**config.mk**
```make
export PLATFORM = sky130hd
export DESIGN_NAME = mem_guard
export DESIGN_NICKNAME = d
export VERILOG_FILES = /design/src/rtl/mguard_pkg.sv /design/src/rtl/mguard_decode.sv /design/src/rtl/mguard_policy.sv /design/src/rtl/mguard_dbg.sv /design/src/rtl/mem_guard.sv
export SDC_FILE = /design/constraint.sdc
export NUM_CORES = 1
export LEC_CHECK = 0
export CORE_AREA = 4 4 105 107
export DETAILED_ROUTE_END_ITERATION = 16
export DIE_AREA = 0 0 109 111
export GPL_ROUTABILITY_DRIVEN = 0
export PLACE_DENSITY = 0.63
export SETUP_SLACK_MARGIN = 0.15
export SLEW_MARGIN = 20
export SYNTH_ARGS = -nofsm -noshare
export SYNTH_HDL_FRONTEND = slang
export SYNTH_SLANG_ARGS = --single-unit
```
**constraint.sdc**
```tcl
create_clock -name clk -period 3.3 [get_ports clk]
set_input_delay 0.66 -clock clk [delete_from_list [all_inputs] [get_ports clk]]
set_output_delay 0.66 -clock clk [all_outputs]
set_load 0.01 [all_outputs]
```
**src/rtl/mguard_pkg.sv**
```systemverilog
package mguard_pkg;

  typedef enum logic [1:0] {
    CAUSE_CODE_WR = 2'b00,
    CAUSE_EXEC    = 2'b01,
    CAUSE_PRIV    = 2'b10,
    CAUSE_UNMAP   = 2'b11
  } cause_e;

  typedef struct packed {
    logic code;
    logic data;
    logic secret;
    logic periph;
  } hit_t;

  localparam logic [1:0] KIND_FETCH = 2'b00;
  localparam logic [1:0] PRIV_SUP   = 2'b01;
  localparam logic [1:0] PRIV_MACH  = 2'b11;

  function automatic logic priv_elevated(input logic [1:0] p);
    return (p == PRIV_SUP) || (p == PRIV_MACH);
  endfunction

endpackage

```
**src/rtl/mguard_decode.sv**
```systemverilog
module mguard_decode
  import mguard_pkg::*;
#(
  parameter int unsigned ADDR_W = 32,
  parameter logic [ADDR_W-1:0] CODE_BASE   = 32'h0000_0000,
  parameter logic [ADDR_W-1:0] CODE_SIZE   = 32'h0000_4000,
  parameter logic [ADDR_W-1:0] DATA_BASE   = 32'h1000_0000,
  parameter logic [ADDR_W-1:0] DATA_SIZE   = 32'h0000_4000,
  parameter logic [ADDR_W-1:0] SECRET_BASE = 32'h1000_3000,
  parameter logic [ADDR_W-1:0] SECRET_SIZE = 32'h0000_1000,
  parameter logic [ADDR_W-1:0] PERIPH_BASE = 32'h2000_0000,
  parameter logic [ADDR_W-1:0] PERIPH_SIZE = 32'h0000_1000
) (
  input  logic [ADDR_W-1:0] addr,
  output hit_t              hit
);

  localparam int unsigned NREG = 4;
  localparam logic [NREG-1:0][ADDR_W-1:0] BASES =
    {CODE_BASE, DATA_BASE, SECRET_BASE, PERIPH_BASE};
  localparam logic [NREG-1:0][ADDR_W-1:0] SIZES =
    {CODE_SIZE, DATA_SIZE, SECRET_SIZE, PERIPH_SIZE};

  logic [NREG-1:0] in_rng;

  for (genvar g = 0; g < NREG; g++) begin : g_rng
    logic [ADDR_W-1:0] offs;
    assign offs      = addr - BASES[g];
    assign in_rng[g] = (addr >= BASES[g]) && (offs < SIZES[g]);
  end

  assign hit = hit_t'(in_rng);

endmodule

```
**src/rtl/mguard_policy.sv**
```systemverilog
module mguard_policy
  import mguard_pkg::*;
(
  input  logic       clk,
  input  logic       rst_n,
  input  logic       req_valid,
  input  hit_t       hit,
  input  logic [1:0] kind,
  input  logic [1:0] priv,
  output logic       fault,
  output cause_e     cause
);

  logic is_fetch, is_store, mapped, elevated;

  assign is_fetch = (kind == KIND_FETCH);
  assign is_store = kind[1];
  assign mapped   = hit.code | hit.data | hit.secret | hit.periph;
  assign elevated = priv_elevated(priv);

  always_comb begin
    fault = 1'b0;
    cause = CAUSE_CODE_WR;
    if (!mapped) begin
      fault = 1'b1;
      cause = CAUSE_UNMAP;
    end else if (hit.code && is_store) begin
      fault = 1'b1;
      cause = CAUSE_CODE_WR;
    end else if (is_fetch && !hit.code) begin
      fault = 1'b1;
      cause = CAUSE_EXEC;
    end else if (!elevated && (hit.periph || hit.secret)) begin
      fault = 1'b1;
      cause = CAUSE_PRIV;
    end
  end

  AST_EXEC_NONCODE: assert property (@(posedge clk) disable iff (!rst_n)
    (req_valid && kind == 2'b00 && (hit.data || hit.periph) && !hit.code)
      |-> fault)
    else $error("fetch outside code passed");

  AST_USER_PERIPH: assert property (@(posedge clk) disable iff (!rst_n)
    (req_valid && hit.periph && kind != 2'b00 && (priv == 2'b00 || priv == 2'b10))
      |-> (fault && cause == CAUSE_PRIV))
    else $error("user peripheral access passed");

  AST_USER_SECRET: assert property (@(posedge clk) disable iff (!rst_n)
    (req_valid && hit.secret && kind != 2'b00 && priv[0] == 1'b0)
      |-> fault)
    else $error("user secret access passed");

  AST_UNMAP_CAUSE: assert property (@(posedge clk) disable iff (!rst_n)
    (req_valid && hit == '0) |-> (fault && cause == CAUSE_UNMAP))
    else $error("unmapped access not flagged");

endmodule

```
**src/rtl/mguard_dbg.sv**
```systemverilog
module mguard_dbg #(
  parameter bit          LOCKDOWN = 1'b0,
  parameter int unsigned ADDR_W   = 32,
  parameter logic [ADDR_W-1:0] CODE_BASE = 32'h0000_0000,
  parameter logic [ADDR_W-1:0] CODE_SIZE = 32'h0000_4000
) (
  input  logic              clk,
  input  logic              rst_n,
  input  logic              dbg_valid,
  input  logic [ADDR_W-1:0] dbg_addr,
  input  logic              mem_ready,
  output logic              dbg_use,
  output logic              dbg_ready,
  output logic              dbg_err
);

  if (LOCKDOWN) begin : g_locked
    assign dbg_use   = 1'b0;
    assign dbg_ready = 1'b1;
    assign dbg_err   = dbg_valid;
  end else begin : g_open
    logic [ADDR_W-1:0] offs;
    logic              in_code;
    assign offs      = dbg_addr - CODE_BASE;
    assign in_code   = (dbg_addr >= CODE_BASE) && (offs < CODE_SIZE);
    assign dbg_use   = dbg_valid & in_code;
    assign dbg_err   = dbg_valid & ~in_code;
    assign dbg_ready = dbg_use ? mem_ready : dbg_valid;

    AST_DBG_REFUSE: assert property (@(posedge clk) disable iff (!rst_n)
      (dbg_valid && !dbg_use) |-> (dbg_ready && dbg_err))
      else $error("refused debug write not completed");
  end

endmodule

```
**src/rtl/mem_guard.sv**
```systemverilog
module mem_guard
  import mguard_pkg::*;
#(
  parameter int unsigned ADDR_W   = 32,
  parameter int unsigned DATA_W   = 32,
  parameter bit          LOCKDOWN = 1'b0,
  parameter logic [ADDR_W-1:0] CODE_BASE   = 32'h0000_0000,
  parameter logic [ADDR_W-1:0] CODE_SIZE   = 32'h0000_4000,
  parameter logic [ADDR_W-1:0] DATA_BASE   = 32'h1000_0000,
  parameter logic [ADDR_W-1:0] DATA_SIZE   = 32'h0000_4000,
  parameter logic [ADDR_W-1:0] SECRET_BASE = 32'h1000_3000,
  parameter logic [ADDR_W-1:0] SECRET_SIZE = 32'h0000_1000,
  parameter logic [ADDR_W-1:0] PERIPH_BASE = 32'h2000_0000,
  parameter logic [ADDR_W-1:0] PERIPH_SIZE = 32'h0000_1000
) (
  input  logic              clk,
  input  logic              rst_n,
  input  logic              req_valid,
  output logic              req_ready,
  input  logic [ADDR_W-1:0] req_addr,
  input  logic [1:0]        req_kind,
  input  logic [1:0]        req_priv,
  input  logic [DATA_W-1:0] req_wdata,
  output logic [DATA_W-1:0] req_rdata,
  output logic              req_err,
  input  logic              dbg_valid,
  output logic              dbg_ready,
  input  logic [ADDR_W-1:0] dbg_addr,
  input  logic [DATA_W-1:0] dbg_wdata,
  output logic              dbg_err,
  output logic              mem_valid,
  input  logic              mem_ready,
  output logic              mem_write,
  output logic [ADDR_W-1:0] mem_addr,
  output logic [DATA_W-1:0] mem_wdata,
  input  logic [DATA_W-1:0] mem_rdata,
  output logic              fault_o,
  output logic [1:0]        fault_cause
);

  hit_t   hit;
  logic   pol_fault;
  cause_e pol_cause;
  logic   dbg_use;
  logic   cpu_fault, fwd_cpu;

  mguard_decode #(
    .ADDR_W(ADDR_W),
    .CODE_BASE(CODE_BASE), .CODE_SIZE(CODE_SIZE),
    .DATA_BASE(DATA_BASE), .DATA_SIZE(DATA_SIZE),
    .SECRET_BASE(SECRET_BASE), .SECRET_SIZE(SECRET_SIZE),
    .PERIPH_BASE(PERIPH_BASE), .PERIPH_SIZE(PERIPH_SIZE)
  ) u_dec (
    .addr(req_addr),
    .hit (hit)
  );

  mguard_policy u_pol (
    .clk      (clk),
    .rst_n    (rst_n),
    .req_valid(req_valid),
    .hit      (hit),
    .kind     (req_kind),
    .priv     (req_priv),
    .fault    (pol_fault),
    .cause    (pol_cause)
  );

  mguard_dbg #(
    .LOCKDOWN (LOCKDOWN),
    .ADDR_W   (ADDR_W),
    .CODE_BASE(CODE_BASE),
    .CODE_SIZE(CODE_SIZE)
  ) u_dbg (
    .clk      (clk),
    .rst_n    (rst_n),
    .dbg_valid(dbg_valid),
    .dbg_addr (dbg_addr),
    .mem_ready(mem_ready),
    .dbg_use  (dbg_use),
    .dbg_ready(dbg_ready),
    .dbg_err  (dbg_err)
  );

  assign cpu_fault = req_valid & pol_fault;
  assign fwd_cpu   = req_valid & ~pol_fault & ~dbg_use;

  assign mem_valid = dbg_use | fwd_cpu;
  assign mem_write = dbg_use | (fwd_cpu & req_kind[1]);
  assign mem_addr  = dbg_use ? dbg_addr  : req_addr;
  assign mem_wdata = dbg_use ? dbg_wdata : req_wdata;

  assign req_ready = cpu_fault | (fwd_cpu & mem_ready);
  assign req_err   = cpu_fault;
  assign req_rdata = fwd_cpu ? mem_rdata : '0;

  always_ff @(posedge clk) begin
    if (!rst_n) begin
      fault_o     <= 1'b0;
      fault_cause <= 2'b00;
    end else begin
      fault_o     <= cpu_fault;
      fault_cause <= cpu_fault ? pol_cause : 2'b00;
    end
  end

  AST_CODE_READONLY: assert property (@(posedge clk) disable iff (!rst_n)
    (mem_valid && mem_write && !dbg_valid) |-> !hit.code)
    else $error("store reached code memory");

  AST_BLOCK_NOFWD: assert property (@(posedge clk) disable iff (!rst_n)
    (req_valid && pol_fault && !dbg_valid) |-> (!mem_valid && req_ready))
    else $error("blocked request forwarded");

  AST_BACKPRESSURE: assert property (@(posedge clk) disable iff (!rst_n)
    (req_valid && !req_err && !mem_ready) |-> !req_ready)
    else $error("allowed request completed without memory ready");

  AST_FAULT_NEXT: assert property (@(posedge clk) disable iff (!rst_n)
    req_err |=> fault_o)
    else $error("fault flag missing after blocked request");

  AST_FAULT_ONLY: assert property (@(posedge clk) disable iff (!rst_n)
    !req_err |=> (!fault_o && fault_cause == 2'b00))
    else $error("fault flag without blocked request");

endmodule

```
## Word level (Yosys, flattened, before mapping)

Index checks and enable logic that the tools add are counted.

- Flip-flop bits (word level): 3
- Bits in latches: 0
- RAM bits: 0
- Memory bits (read-only): 0
- Input port bits: 169
- Output and inout port bits: 105
- Word-level logic and storage cells: 59
- Memories kept: 0

- $add $sub $neg: 3
- Multipliers: 0
- Div/mod/pow operators: 0
- Magnitude comparators: 10
- Eq/ne operators: 2
- Shift operators: 0
- Mux-type cells: 12
- Bitwise gates (word level): 16
- Reduce and logical (&&, ||, !) cells: 14

Operator list:

| operator | count |
|---|---|
| less-than comparator 32 x 15 -> 1 bit, second input constant | 3 |
| 2-to-1 mux 32 bit | 3 |
| greater-or-equal comparator 32 x 1 -> 1 bit, second input constant | 2 |
| greater-or-equal comparator 32 x 29 -> 1 bit, second input constant | 2 |
| less-than comparator 32 x 13 -> 1 bit, second input constant | 2 |
| subtractor 32 x 29 -> 32 bit, second input constant | 2 |
| greater-or-equal comparator 32 x 30 -> 1 bit, second input constant | 1 |
| subtractor 32 x 30 -> 32 bit, second input constant | 1 |
| logical AND 1 bit | 8 |
| 2-to-1 mux 2 bit | 4 |
| bitwise AND 1 bit | 7 |
| bitwise OR 1 bit | 6 |
| 2-to-1 mux 1 bit | 5 |
| NOT 1 bit | 3 |
| == test 2 x 1 -> 1 bit, second input constant | 1 |
| == test 2 bit, second input constant | 1 |
| logical NOT 1 bit | 2 |
| logical NOT 2 bit | 1 |
| logical OR 1 bit | 2 |
| AND reduction 2 bit | 1 |

## Longest topological paths before layout

- Depth in word-level cells: 14
- Mapped depth: 8
- Mapped depth without buffers: 6

## Modules after synthesis

From an unflattened synthesis, not the netlist that was laid out.

- Cell total of the unflattened synthesis: 173
- Area total of the unflattened synthesis: 1586.5 µm²

Modules (own cells, without submodules):

| module | instances | cells an instance | area each (µm²) | seq. area each (µm²) |
|---|---|---|---|---|
| mem_guard | 1 | 120 | 1249.9 | 60.1 |
| mguard_decode | 1 | 34 | 202.7 | 0.0 |
| mguard_dbg | 1 | 11 | 68.8 | 0.0 |
| mguard_policy | 1 | 8 | 65.1 | 0.0 |

## Worst setup path after synthesis

No wires, ideal clock.

- Path kind: input -> output
- Start: input req_addr[29]
- End: output req_rdata[10]
- Arrival: 2.302 ns
- Data required time: 2.640 ns
- Path slack: 0.338 ns
- Stages: 8
- Path buffers: 2
- Path through: inv_1 -> ha_1 -> nor2b_1 -> a31oi_1 -> or4_1 -> buf_2 -> buf_6 -> nor4_2

- Word-level cells in the longest chain between the ends: 13
- Elaborated cells on any way between the ends: 31
- Classes of those cells: add/sub: 3; order compare: 8; mux: 5; bitwise: 6; reduce/logical: 9

RTL lines:

| what | RTL line | text |
|---|---|---|
| start, declared | mem_guard.sv:20 | `input logic [ADDR_W-1:0] req_addr,` |
| subtractor 32 x 30 -> 32 bit or subtractor 32 x 29 -> 32 bit (tied branches) | mguard_decode.sv:28 | `assign offs = addr - BASES[g];` |
| less-than comparator 32 x 13 -> 1 bit | mguard_decode.sv:29 | `assign in_rng[g] = (addr >= BASES[g]) && (offs < SIZES[g]);` |
| logical AND 1 bit | mguard_decode.sv:29 |  |
| logical OR 1 bit | mguard_policy.sv:33 | `end else if (!elevated && (hit.periph \|\| hit.secret)) begin` |
| logical AND 1 bit | mguard_policy.sv:33 |  |
| 2-to-1 mux 1 bit | mguard_policy.sv:33 |  |
| 2-to-1 mux 1 bit | mguard_policy.sv:30 | `end else if (is_fetch && !hit.code) begin` |
| 2-to-1 mux 1 bit | mguard_policy.sv:27 | `end else if (hit.code && is_store) begin` |
| 2-to-1 mux 1 bit * | mguard_policy.sv:24 | `if (!mapped) begin` |
| NOT 1 bit * | mem_guard.sv:86 | `assign fwd_cpu = req_valid & ~pol_fault & ~dbg_use;` |
| bitwise AND 1 bit * (2 in a row) | mem_guard.sv:86 |  |
| 2-to-1 mux 32 bit * | mem_guard.sv:95 | `assign req_rdata = fwd_cpu ? mem_rdata : '0;` |
| end, declared | mem_guard.sv:24 | `output logic [DATA_W-1:0] req_rdata,` |

Mark *: on every way between the ends. The rest lies on a longest branch, timed or not.

## Worst setup path in the final report

- Start: input req_addr[29]
- End: output req_rdata[0]

The elaborated chain is that of the path after synthesis.

==> flow_metrics.py <==
metrics = {
    "routing": {
        "firstDrtPassIters": 4,
        "num_vias": 3048,
        "antenna_left": 0,
        "wl_per_cell_um": 19.3,
        "wl_mm": 12.9,
        "drtIter0Drc": 104,
        "via_per_inst": 4.55,
        "drc": 0,
    },
    "yosys": {
        "syn_inst": 202,
        "synth_flop_cell": "dfxtp_1",
        "synth_edf_count": 0,
        "netlist_area_um2": 1700,
        "synth.net_count": 372,
        "yosysSeqAreaShare_pct": 3.53,
        "synthArstFlopShare_pct": 0,
        "postSynthAreaPerCell_um2": 8.41,
        "ys_ff_latch": 3,
        "synth.distinct_cells": 35,
        "yosys_warnings": 0,
    },
    "critical_path": {
        "critical_path_class": "input pin to primary output",
        "endpoint_kind": "primary output",
        "cp.arrival_ns": 2.58,
        "cp_max_fo": 6,
        "crit_path_start_kind": "input pin",
        "critical_path_required_ns": 2.64,
    },
    "cells_and_area": {
        "drive_gt1_share_pct": 52.3,
        "final_common_cell": "clkdlybuf4s50_1",
        "final_util_pct": 55.3,
        "layoutNonFillerInstCount": 670,
        "nets": 704,
        "mostFrequentLayoutCells": "clkdlybuf4s50_1, buf_2, buf_4",
        "area_growth_pct": 230,
    },
    "clock_tree": {
        "cts_root_buf": "clkbuf_8",
        "cts.sinks": 3,
        "cts_tree": "done",
        "ctsHoldBuffers": 0,
        "max-clock-path-buffers": 2,
        "numCtsBuffers": 3,
        "clk_pin_slew_ns": 0.03,
        "cts-htree-levels": 1,
    },
    "sta": {
        "maxSlewHeadroom_pct": 66.3,
        "timing.hold.ws_ns": 0.949,
        "max_freq_mhz": 308,
        "rsz0062_at_grt": "true",
        "setup_viol": 0,
        "period_needed_ns": 3.24,
        "tightestPinTransition_ns": 0.493,
        "slew_viol_final": 0,
        "final.setup.tns_ns": 0,
        "period_share_pct": 98.3,
        "hold_viol": 0,
    },
    "pwr": {
        "p_per_area_nw_per_um2": 107,
        "p_leak_nw": 2.33,
        "design_power_total_w": 0.000601,
        "vdd_drop_max_mv": 0.0782,
    },
    "floorplanning": {
        "die_area_um2": 12100,
        "die-width_um": 109,
        "num_rows": 37,
        "core_um2": 10100,
        "ios": 274,
        "die_h_um": 111,
        "initial_core_util_pct": 16.8,
    },
    "place": {
        "dp_hpwl_mm": 9.49,
        "portBuffers": 272,
        "dp_cells": 630,
    },
    "status": {
        "status": "complete, no violations",
    },
    "worst_hold_path": {
        "hold_class": "input pin to flop",
    },
    "global_route": {
        "grt_overflow": 0,
        "grtUsageTotal_pct": 19.4,
        "grt_pass1_vias": 3341,
        "grt_pass1_wl_mm": 18.3,
        "antenna_found_initial": 1,
        "grt_max_degree": 34,
    },
    "job": {
        "maxCapViolations": 0,
    },
}
==> cell type report <==
type	instances	area, um2
Fill cell	894	4540
Timing Repair Buffer	351	3350
Multi-Input combinational cell	172	1960
Tap cell	136	170
Sequential cell	3	60.1
Clock buffer	4	45.0
Inverter	3	16.3
Antenna cell	1	2.50
==> worst max-delay path, stage by stage <==
cell     delay, ns
buf_8         0.08
buf_4         0.13
nor3b_2       0.28
a31oi_4       0.13
or4_4         0.59
buf_12        0.16
buf_12        0.14
nor4_2        0.22
buf_2         0.18
==> flip-flops by register name, summed over array words and instances (netlist names) <==
name         cells
fault_cause      2
fault_o          1
==> cells in the mapped netlist, types with 2 or more instances <==
cell type / n / area (um2)
buf_6: 3 / 33.8
inv_1: 3 / 11.3
and2_1: 2 / 12.5
nand3_1: 4 / 20.0
nor4_2: 30 / 375
nor2b_1: 18 / 113
a21oi_1: 2 / 10.0
nor4_4: 2 / 42.5
buf_2: 10 / 50.1
nor4_1: 8 / 50.1
mux2_2: 37 / 417
o31a_1: 2 / 17.5
mux2_1: 10 / 113
o21ai_0: 32 / 160
dfxtp_1: 3 / 60.1
clkbuf_1: 11 / 41.3
nor2_1: 7 / 26.3
==> layer usage <==
layer / global-route usage, % / up-vias / share of wire, %
met5: 0 / - / 0
met3: 6.12 / 8 / 10
met2: 37.9 / 168 / 54
met1: 19.6 / 1424 / 35
li1: - / 1448 / -
met4: 3.70 / 0 / 0.73
==> path summary, 6_finish.rpt <==
check | start | end | depth (start not counted)
setup / recovery | req_addr[29] | req_rdata[0] | 9
hold / removal | req_addr[24] | fault_cause[1]$_SDFF_PN0_ | 5
==> cells by family (layout without fill, tap and decap cells) <==
| group | after synthesis | count (layout) | share of synthesized area (%) |
|---|---|---|---|
| adders and majority gates | 1 | 1 | 0.736 |
| muxes | 47 | 47 | 31.1 |
| and+or+nand+nor | 80 | 80 | 41.8 |
| other | 0 | 1 | 0 |
| buffers and inverters | 27 | 358 | 8.03 |
| AOI/OAI and AO/OA | 43 | 43 | 14.2 |
| DFF | 3 | 3 | 3.53 |
| xor gates and xnor gates | 1 | 1 | 0.516 |
==> report_power, final <==
group	switching, W	internal [W]
clock	0.0000278	0.0000827
sequential	0.000000523	0.0000385
combinational	0.000159	0.000292
total	0.000188	0.000413
==> metrics by stage <==
step / setup slack (ns) / instance area, um2
after global placement: -0.803 / 4920
after floorplan: 0.338 / 1700
after detailed placement: -0.849 / 4920
after CTS: 0.0621 / 5450
after global routing: 0.00104 / 5600
final: 0.0568 / 5600
==> timing repair <==
action                                  4_1_cts  5_1_grt
resized for setup                           552       27
pin swaps                                    28       17
buffers inserted                             23        3
endpoints found under the setup margin      102      102
cloned                                        9        0
No activity file was read; power rests on OpenSTA's default activity.
